**src/rtl/buck_guard_pkg.sv**
```systemverilog
package buck_guard_pkg;

    typedef enum logic [1:0] {
        ST_RUN   = 2'd0,
        ST_TRIP  = 2'd1,
        ST_REARM = 2'd2
    } guard_state_t;

    localparam int BG_NSRC   = 5;
    localparam int SRC_OV    = 0;
    localparam int SRC_UV    = 1;
    localparam int SRC_OC    = 2;
    localparam int SRC_OT    = 3;
    localparam int SRC_HS    = 4;
    localparam int BG_NFILT  = 3;

endpackage

```
**src/rtl/bg_debounce.sv**
```systemverilog
module bg_debounce #(
    parameter int LIMIT = 2
) (
    input  logic clk,
    input  logic rst_n,
    input  logic clr,
    input  logic hit,
    output logic fire
);
    localparam int W = (LIMIT < 2) ? 1 : $clog2(LIMIT);
    localparam logic [W-1:0] TOP = W'(LIMIT - 1);

    logic [W-1:0] cnt;

    always_ff @(posedge clk or negedge rst_n) begin
        if (!rst_n) begin
            cnt <= '0;
        end else if (clr || !hit) begin
            cnt <= '0;   // r4_ a missing cycle restarts the count
        end else if (cnt != TOP) begin
            cnt <= cnt + 1'b1;
        end
    end

    assign fire = hit && !clr && (cnt == TOP);

endmodule

```
**src/rtl/bg_discharge.sv**
```systemverilog
module bg_discharge (
    input  logic clk,
    input  logic rst_n,
    input  logic start,
    input  logic active,
    input  logic fb_low,
    input  logic fb_high,
    output logic on
);
    always_ff @(posedge clk or negedge rst_n) begin
        if (!rst_n) begin
            on <= 1'b0;
        end else if (start) begin
            on <= 1'b1;
        end else if (!active) begin
            on <= 1'b0;
        end else if (fb_low) begin
            on <= 1'b0;
        end else if (fb_high) begin
            on <= 1'b1;
        end
    end
endmodule

```
**src/rtl/buck_guard.sv**
```systemverilog
module buck_guard
    import buck_guard_pkg::*;
#(
    parameter int OV_CYCLES = 2,
    parameter int UV_CYCLES = 16,
    parameter int OC_CYCLES = 16
) (
    input  logic               clk,
    input  logic               rst_n,
    input  logic               fault_arm,
    input  logic               ov_cmp,
    input  logic               uv_cmp,
    input  logic               oc_trip,
    input  logic               ot_hot,
    input  logic               ot_cool,
    input  logic               hs_short,
    input  logic               fb_low,
    input  logic               fb_high,
    input  logic               en_low,
    input  logic               restart_req,
    output logic               sw_enable,
    output logic               fault_latched,
    output logic               en_dis_req,
    output logic               ls_dis,
    output logic [BG_NSRC-1:0] fault_cause
);
    guard_state_t state, state_nxt;

    logic                run;
    logic                trip;
    logic                go_run;
    logic                ot_flag;
    logic [BG_NFILT-1:0] db_hit, db_clr, db_fire;
    logic [BG_NSRC-1:0]  hits;

    assign run = (state == ST_RUN);

    assign db_hit = {oc_trip, uv_cmp, ov_cmp};
    assign db_clr = {~run, ~run | ~fault_arm, ~run};   // r2_ under-voltage gated by arm

    for (genvar g = 0; g < BG_NFILT; g++) begin : g_filt
        localparam int LIM = (g == SRC_OV) ? OV_CYCLES :
                             (g == SRC_UV) ? UV_CYCLES : OC_CYCLES;
        bg_debounce #(.LIMIT(LIM)) u_db (
            .clk   (clk),
            .rst_n (rst_n),
            .clr   (db_clr[g]),
            .hit   (db_hit[g]),
            .fire  (db_fire[g])
        );
    end

    assign hits = {hs_short & run, ot_hot & run, db_fire};
    assign trip = run && (|hits);
    assign go_run = (state == ST_REARM) && restart_req && !ot_flag && !ot_hot;

    // over-temperature memory: set hot, released only by cool
    always_ff @(posedge clk or negedge rst_n) begin
        if (!rst_n)       ot_flag <= 1'b0;
        else if (ot_hot)  ot_flag <= 1'b1;
        else if (ot_cool) ot_flag <= 1'b0;
    end

    // state register
    always_ff @(posedge clk or negedge rst_n) begin
        if (!rst_n) state <= ST_RUN;
        else        state <= state_nxt;
    end

    always_comb begin
        state_nxt = state;
        unique case (state)
            ST_RUN:   if (trip)   state_nxt = ST_TRIP;
            ST_TRIP:  if (en_low) state_nxt = ST_REARM;
            ST_REARM: if (go_run) state_nxt = ST_RUN;
            default:              state_nxt = ST_RUN;
        endcase
    end

    // outputs decoded from state
    always_comb begin
        sw_enable     = 1'b0;
        fault_latched = 1'b1;
        en_dis_req    = 1'b0;
        unique case (state)
            ST_RUN: begin
                sw_enable     = 1'b1;
                fault_latched = 1'b0;
            end
            ST_TRIP:  en_dis_req = 1'b1;
            ST_REARM: en_dis_req = 1'b0;
            default: begin
                sw_enable     = 1'b0;
                fault_latched = 1'b1;
            end
        endcase
    end

    // cause capture
    always_ff @(posedge clk or negedge rst_n) begin
        if (!rst_n)      fault_cause <= '0;
        else if (trip)   fault_cause <= hits;
        else if (go_run) fault_cause <= '0;
    end

    bg_discharge u_dis (
        .clk     (clk),
        .rst_n   (rst_n),
        .start   (trip),
        .active  (state_nxt != ST_RUN),
        .fb_low  (fb_low),
        .fb_high (fb_high),
        .on      (ls_dis)
    );

endmodule

```
**config.mk**
```make
export PLATFORM = sky130hd
export DESIGN_NAME = buck_guard
export DESIGN_NICKNAME = d
export VERILOG_FILES = /design/src/rtl/buck_guard_pkg.sv /design/src/rtl/bg_debounce.sv /design/src/rtl/bg_discharge.sv /design/src/rtl/buck_guard.sv
export SDC_FILE = /design/constraint.sdc
export NUM_CORES = 1
export LEC_CHECK = 0
export BUFFER_PORTS_ARGS = -buffer_cell sky130_fd_sc_hd__buf_2
export CORE_MARGIN = 3
export CORE_UTILIZATION = 41
export CTS_CLUSTER_SIZE = 28
export DETAILED_ROUTE_END_ITERATION = 10
export GPL_TIMING_DRIVEN = 0
export PLACE_DENSITY_LB_ADDON = 0.25
export SLEW_MARGIN = 20
export SYNTH_ARGS = -nofsm -noshare
export SYNTH_HDL_FRONTEND = slang
export SYNTH_SLANG_ARGS = --single-unit
```
**constraint.sdc**
```tcl
create_clock -name clk -period 2.48 [get_ports clk]
set_clock_uncertainty 0.1 [all_clocks]
set_input_delay 0.248 -clock clk [delete_from_list [all_inputs] [get_ports clk]]
set_output_delay 0.248 -clock clk [all_outputs]
set_load 0.05 [all_outputs]
```
## Word-level counts from Yosys, hierarchy flattened

Cells that the tools add are included.

- Bits of input ports: 13
- Word-level logic and storage cells: 69
- Flip-flop bits (word level): 18

- Eq/ne operators: 7
- Bitwise gates (word level): 5
- Add/subtract/negate cells: 3
- Reductions and logical operators: 26
- Multiplexer cells: 21

Operator list:

| operator | count |
|---|---|
| $mux 4 | 4 |
| $ne 4x4->1 const B | 3 |
| $mux 1 | 11 |
| $logic_and 1x1->1 | 10 |
| $mux 5 | 2 |
| $reduce_bool 2->1 | 5 |
| $add 4x1->4 const B | 2 |
| $eq 4x4->1 const B | 2 |
| $logic_not 1->1 | 6 |
| $mux 2 | 3 |
| $pmux 2 s3 | 1 |
| $reduce_or 5->1 | 1 |
| $logic_or 1x1->1 | 3 |
| $and 1x1->1 | 2 |
| $eq 2x1->1 const B | 1 |
| $eq 2x2->1 const B | 1 |
| $logic_not 2->1 | 1 |
| $not 1->1 | 2 |
| $add 1x1->1 const B | 1 |
| $or 1x1->1 | 1 |

## Longest topological paths before layout

Gate-level depths: netlist of run 1.

- Word-level depth: 13
- Depth in mapped cells: 4
- Depth with buffers taken out: 4

## Hierarchy

From an unflattened synthesis of run 1, not the netlist that was laid out.

- Cell total of the unflattened synthesis: 80
- Area total of the unflattened synthesis: 895.9 µm²

Modules (own cells, without submodules):

| module | cells an instance | area each (µm²) | times used | sequential area each (µm²) |
|---|---|---|---|---|
| bg_debounce at g_filt[1].u_db ... | 21 | 227.7 | 2 | 100.1 |
| buck_guard | 31 | 357.8 | 1 | 200.2 |
| bg_discharge | 4 | 42.5 | 1 | 25.0 |
| bg_debounce at g_filt[0].u_db | 3 | 40.0 | 1 | 25.0 |

## Worst setup path before layout of run 1

OpenSTA, ideal clock, no wires.

- Path kind: reg2reg
- Start point: register state[0]
- End point: register fault_cause[0]
- Path buffers: 0
- Stages on the path, launching flop included: 5
- Library setup time: 134 ps
- Clock period less this slack: 2502 ps
- Arrival: 2268 ps
- Data required time: 2246 ps
- Path slack: -22 ps
- Cell sequence: dfrtp_1 > nor2_1 > inv_1 > o22ai_1 > o31ai_1

- Cells in the longest elaborated chain, start to end: 9
- Elaborated cells on any way between the ends: 20
- Classes of those cells: eq/ne: 1; mux: 1; bitwise: 4; reduce/logical: 14

RTL lines:

| element | RTL line | RTL |
|---|---|---|
| start, declared | buck_guard.sv:27 | `guard_state_t state, state_nxt;` |
| start signal, assigned | buck_guard.sv:67 | `else state <= state_nxt;` |
| $logic_not 2->1 | buck_guard.sv:36 | `assign run = (state == ST_RUN);` |
| $not 1->1 | buck_guard.sv:39 | `assign db_clr = {~run, ~run \| ~fault_arm, ~run};` |
| $or 1x1->1 | buck_guard.sv:39 |  |
| $logic_not 1->1 | bg_debounce.sv:25 | `assign fire = hit && !clr && (cnt == TOP);` |
| $logic_and 1x1->1 (2 in a row) | bg_debounce.sv:25 |  |
| $reduce_or 5->1 | buck_guard.sv:54 | `assign trip = run && (\|hits);` |
| $logic_and 1x1->1 | buck_guard.sv:54 |  |
| $mux 5 / $reduce_bool 2->1 (equally long branches) | -- |  |
| end signal, assigned | buck_guard.sv:102 | `else if (trip) fault_cause <= hits;` |
| end, declared | buck_guard.sv:25 | `output logic [BG_NSRC-1:0] fault_cause` |

Several ways; a longest one is shown, not always the timed one.
A chain may end at the register's enable or synchronous reset.

## Worst setup path after layout of run 1

- Start point: register state[0]
- End point: register fault_cause[4]

Same word-level chain as after synthesis.

==> results of run 1 <==
[state kept, by name (all words and copies together), names as in the netlist]
name	count
fault_cause	5
ot_flag	1
state	2
u_dis.on	1
g_filt.u_db.cnt	9
[worst register-to-register path, delay by kind of cell, from the launching register on]
| family | cells | cell delay [ns] |
|---|---|---|
| compound gates | 2 | 0.51 |
| buf+inv | 1 | 0.16 |
| flops | 1 | 0.44 |
| simple gates | 1 | 0.39 |
[cells by family (layout without fill, tap and decap cells)]
family,Yosys count,after routing,share of synthesized area
xor+xnor,2,2,0.02059
simple gates,36,36,0.2177
mux,2,2,0.02353
fa+ha+maj,2,2,0.02941
buf+inv,8,33,0.03676
flops,18,18,0.5294
compound gates,16,16,0.1427
[repair_timing]
item                                    in CTS  in global routing
hold endpoints to repair                    18                  0
endpoints found under the setup margin       0                  0
hold buffers                                 1                  0
[power breakdown]
group | switching, mW | internal [mW] | leakage [nW] | total [mW]
sequential | 0.0564 | 0.360 | 0.237 | 0.416
combinational | 0.367 | 0.157 | 0.271 | 0.523
clock | 0.0926 | 0.0566 | 0.0138 | 0.149
total | 0.516 | 0.573 | 0.521 | 1.09
[placed cells by master (no fill, tap or decap), types with 3 or more instances in the layout]
master	count
o31ai_1	4
dfrtp_1	18
nor2_1	12
clkbuf_4	3
nand3_1	5
buf_2	22
nor3_1	4
nand2_1	4
inv_1	7
[per-layer routing]
metal  track usage  up-vias  wire length, um
li1              -      349                -
met1        0.2134      340              802
met2        0.2352       24              779
met3       0.03438        6               90
met4        0.1048        0               40
met5             0        -                0
[cell type report]
cell class | count | area (sq um)
fillers | 180 | 817.0
flip-flops and latches | 18 | 450.4
multi-input cells | 58 | 371.6
repair buffers | 22 | 115.1
well taps | 25 | 31.28
inverters | 7 | 26.28
clock buffers | 3 | 22.52
plain buffers | 1 | 5.005
[per-stage QoR]
| step | worst slack (ns) | power [mW] | instances | instance area (sq um) |
|---|---|---|---|---|
| global route | 0.6608 | 1.167 | 134 | 1022 |
| global placement | 0.7735 | 0.9371 | 130 | 989.7 |
| CTS | 0.7555 | 1.096 | 134 | 1022 |
| floorplan | 0.3727 | 0.8233 | 84 | 853.3 |
| detailed placement | 0.7811 | 0.9447 | 130 | 989.7 |
| finish | 0.7446 | 1.089 | 134 | 1022 |
[worst min-delay path by stage]
stage	endpoint	slack, ns	cells after the start
global route	fault_cause[4]	0.06	3
CTS	ot_flag	0.07	2
global placement	g_filt[2].u_db.cnt[3]	0.10	1
floorplan	fault_cause[0]	-0.15	0
detailed placement	g_filt[2].u_db.cnt[2]	0.11	1
finish	ot_flag	0.07	2
[synth_stat cells]
cell        n
a211o_1     2
a211oi_1    1
a21o_1      2
a22o_1      1
a31o_1      1
a31oi_1     2
and2_1      1
and2b_1     1
buf_2       1
dfrtp_1    18
ha_1        2
inv_1       7
mux2i_1     2
nand2_1     4
nand2b_1    1
nand3_1     5
nand4bb_1   1
nor2_1     13
nor2b_1     1
nor3_1      4
nor3b_1     2
o22a_1      1
o22ai_1     2
o31ai_1     4
or2_1       1
or3b_1      2
xnor2_1     2
==> results_dict.tcl, run 1 <==
set metrics [dict create \
    reg2reg_depth 4 \
    viasPerCell 5.366 \
    arrival_ns 1.80 \
    worst_slew_pin_slew_ns 0.4500 \
    clk-insertion-delay-late_ns 0.30 \
    timing.final.max_slew_violations 0 \
    numCtsBuffers 3 \
    post_cts_buffers 0 \
    min_from "ot_hot" \
    critical_path.max_fanout 6 \
    cts_max_level 1 \
    crit_end "fault_cause[4]" \
    whs_ns 0.06730 \
    required_ns 2.55 \
    status "complete, no violations" \
    die_x_um 51.56 \
    detail_route.wl_per_cell_um 12.78 \
    cts.reportedPaths.clkPinSlew_ns 0.11 \
    drt_wl_total_um 1712 \
    syn_inst 84 \
    row_count 15 \
    netlist.area_leader.share 0.5294 \
    grt_usage 0.1606 \
    power.density_mw_per_mm2 1065 \
    grt_pass1_vias 686 \
    r2r-end "fault_cause[4]" \
    fmax_ghz 0.5762 \
    min_path_type "input port to register" \
    antenna_found_initial 0 \
    drt_pass1_iterations 4 \
    route.vias.total 719 \
    synth.yosys.seq_area_share 0.5294 \
    area.growth.synth_to_final_pct 20.15 \
    hold_violations 0 \
    port-buffer-count 21 \
    die_h_um 51.56 \
    rrSetupSlack_ns 0.74 \
    cp-start-kind "register" \
    finalCriticalPeriod_ns 1.735 \
    num_antenna_cells 0 \
    r2r_start "state[0]" \
    crit_path_start "state[0]" \
    post_cts_resized 0 \
    max_cap_violations 0 \
    drt_iter0_drc 4 \
    numClockSinks 18 \
    dp_hpwl_um 1245 \
    synth_area_leaders "dfrtp_1 (53%), nor2_1 (5.7%), o31ai_1 (3.5%)" \
    netlist_area_sq_um 850.8 \
    die_area_sq_mm 0.002658 \
    tns_ns 0 \
    avgSynthCellArea_sq_um 10.13 \
    ir_drop_mv 0.8147 \
    worst-path-stages 4 \
    clockBufferDepth 2 \
    grt_start_max_net_pins 19 \
    globalplace.congestion 0.7103 \
    drive_gt1_frac 0.2385 \
    max_stage_delay_ns 0.44 \
    yosys_register_bits 18 \
    synth_warnings 0 \
    grt_remaining_overflow 0 \
    drc 0 \
    antenna_left 0 \
    cp_slowest_cell "dfrtp_1" \
    root_buffer "clkbuf_4" \
    syn_nets 99 \
    cts_tree "done" \
    max_slew_margin 0.7000 \
    core_area_sq_mm 0.001839 \
    initial_core_util 0.4626 \
    p_leak_nw 0.5212 \
    fin_crit_sh 0.6998 \
    ys_types 27 \
    nets 126 \
    critPathCaptureType "register" \
    crit_type "register to register" \
    yosys.area.top_type "dfrtp_1" \
    ios 22 \
    setup_viol 0 \
    grt_setup_unrepaired "false" \
    final_util 0.5558 \
    crit_chain "or3b_1, buf_2, o22ai_1, o31ai_1" \
    crit_family "compound AO/OA/AOI/OAI gates" \
    grt_pass1_wl_um 3056 \
    critPathBufInv 1 \
]
(Power assumes the default switching activity.)
==> run 2, diff against run 1 <==
==> constraint.sdc (replaced) <==
create_clock -name clk -period 1.8 [get_ports clk]
set_clock_uncertainty 0.1 [all_clocks]
set_input_delay 0.18 -clock clk [delete_from_list [all_inputs] [get_ports clk]]
set_output_delay 0.18 -clock clk [all_outputs]
set_load 0.05 [all_outputs]
==> results_dict.tcl, run 2 (synthesized netlist as in run 1, its figures left out) <==
set metrics [dict create \
    final_common_cell "buf_2" \
    largest_register_ffs 9 \
    switching_share 0.4711 \
    p_clk_frac 0.129 \
    top_register "g_filt.u_db.cnt" \
    p_leak_nw 0.5235 \
    seqPwrFrac 0.384 \
    die_h_um 51.56 \
    row_count 15 \
    seqCellArea_sq_um 450.4 \
    multi_input_area_sq_um 382.9 \
    numCtsBuffers 3 \
    nFillCells 179 \
    antenna_found_initial 0 \
    dpl_cell_area_sq_um 994.7 \
    critPathCaptureType "register" \
    instances_no_fill 134 \
    grt_start_max_net_pins 19 \
    whs_ns 0.01444 \
    root_buffer "clkbuf_4" \
    grt_setup_unrepaired "false" \
    critical_path.max_fanout 6 \
    grt_remaining_overflow 0 \
    drt_wl_total_um 1702 \
    final_cell_mix "buf_2 (22), dfrtp_1 (18), nor2_1 (12)" \
    grt_pass1_wl_um 2870 \
    timing.final.max_slew_violations 0 \
    die_x_um 51.56 \
    worst_slew_pin_slew_ns 0.4814 \
    clk-insertion-delay-late_ns 0.29 \
    comb_power_share 0.487 \
    port-buffer-count 21 \
    drive_gt1_frac 0.2477 \
    finalCriticalPeriod_ns 1.674 \
    max_cap_violations 0 \
    fin_crit_sh 0.9301 \
    area.growth.synth_to_final_pct 21.47 \
    route.vias.total 710 \
    numClockSinks 18 \
    required_ns 1.88 \
    switchingPower_mw 0.7129 \
    die_area_sq_mm 0.002658 \
    viasPerCell 5.299 \
    status "complete, no violations" \
    post_cts_buffers 0 \
    num_antenna_cells 0 \
    p_int_mw 0.8003 \
    core_area_sq_mm 0.001839 \
    globalplace.congestion 0.7426 \
    power.density_mw_per_mm2 1464 \
    cts_max_level 1 \
    drc 0 \
    min_path_type "input port to register" \
    nets 126 \
    antenna_left 0 \
    finish.instance_area_sq_mm 0.001033 \
    cts.reportedPaths.clkPinSlew_ns 0.10 \
    hold_violations 0 \
    finalWorstSetupSlack_ns 0.1258 \
    drt_pass1_iterations 4 \
    drt_iter0_drc 8 \
    fmax_ghz 0.5973 \
    dp_slack_ns 0.06272 \
    grt_pass1_vias 688 \
    detail_route.wl_per_cell_um 12.70 \
    cts_tree "done" \
    dp_hpwl_um 1274 \
    top_regs "g_filt.u_db.cnt: 9 flops, fault_cause: 5 flops, state: 2 flops" \
    crit_type "register to register" \
    ios 22 \
    power_mw 1.513 \
    max_slew_margin 0.6771 \
    grt_usage 0.1436 \
    cp-start-kind "register" \
    initial_core_util 0.4626 \
    setup_viol 0 \
    arrival_ns 1.76 \
    place_inst 130 \
    clockBufferDepth 2 \
    ir_drop_mv 0.8729 \
]
## run 2: cell counts in the layout (fill, tap and decap cells not counted)
No cell type changed its count.
## run 2: stage by stage
step	util	setup TNS, ns
finish	0.5619	0
global route	0.5619	0
CTS	0.5585	0
detailed placement	0.5408	0
global placement	0.5408	0
floorplan	-	-0.08088
## run 2: final timing paths
kind                                         end      from  slack, ns  cells past startpoint
setup / recovery                  fault_cause[1]  state[0]       0.13                      4
hold / removal                           ot_flag    ot_hot       0.01                      2
setup reg to reg                  fault_cause[1]  state[0]       0.13                      4
hold reg to reg                          ot_flag   ot_flag       0.38                      1
max in group asynchronous         fault_cause[0]     rst_n       1.07                      2
min in group asynchronous  g_filt[1].u_db.cnt[0]     rst_n       0.25                      2
## run 2: critical path: stages, from the launching register on
cell	delay, ns
dfrtp_1	0.46
or3b_1	0.39
buf_2	0.17
or2_1	0.25
a31o_1	0.21
## run 2: cell type report
type | count | area share
Buffer | 1 | 0.004843
Clock buffer | 3 | 0.02179
Sequential cell | 18 | 0.4358
Tap cell | 25 | 0.03027
Multi-Input combinational cell | 58 | 0.3705
Timing Repair Buffer | 22 | 0.1114
Inverter | 7 | 0.02542
## run 2: power groups by stage
stage / Sequential, mW / Clock, mW / Combinational (mW)
2_1_floorplan: 0.735 / 0 / 0.412
3_5_place_dp: 0.586 / 0 / 0.725
4_1_cts: 0.581 / 0.202 / 0.730
6_report: 0.581 / 0.196 / 0.737
5_1_grt: 0.596 / 0.217 / 0.788
3_3_place_gp: 0.585 / 0 / 0.720
## run 2: what timing repair did
item                                   in CTS  in global routing
setup endpoints to repair                   0                  3
endpoints found under the hold margin      18                  0
gates resized for setup                     0                  1
hold buffers                                1                  0
## run 2: per-layer routing
metal	GRT usage	vias up	part of all wire
met1	0.1784	334	0.45
met3	0.01719	2	0.057
met5	0	-	0
met4	0.06987	0	0.0047
li1	-	348	-
met2	0.2458	26	0.48
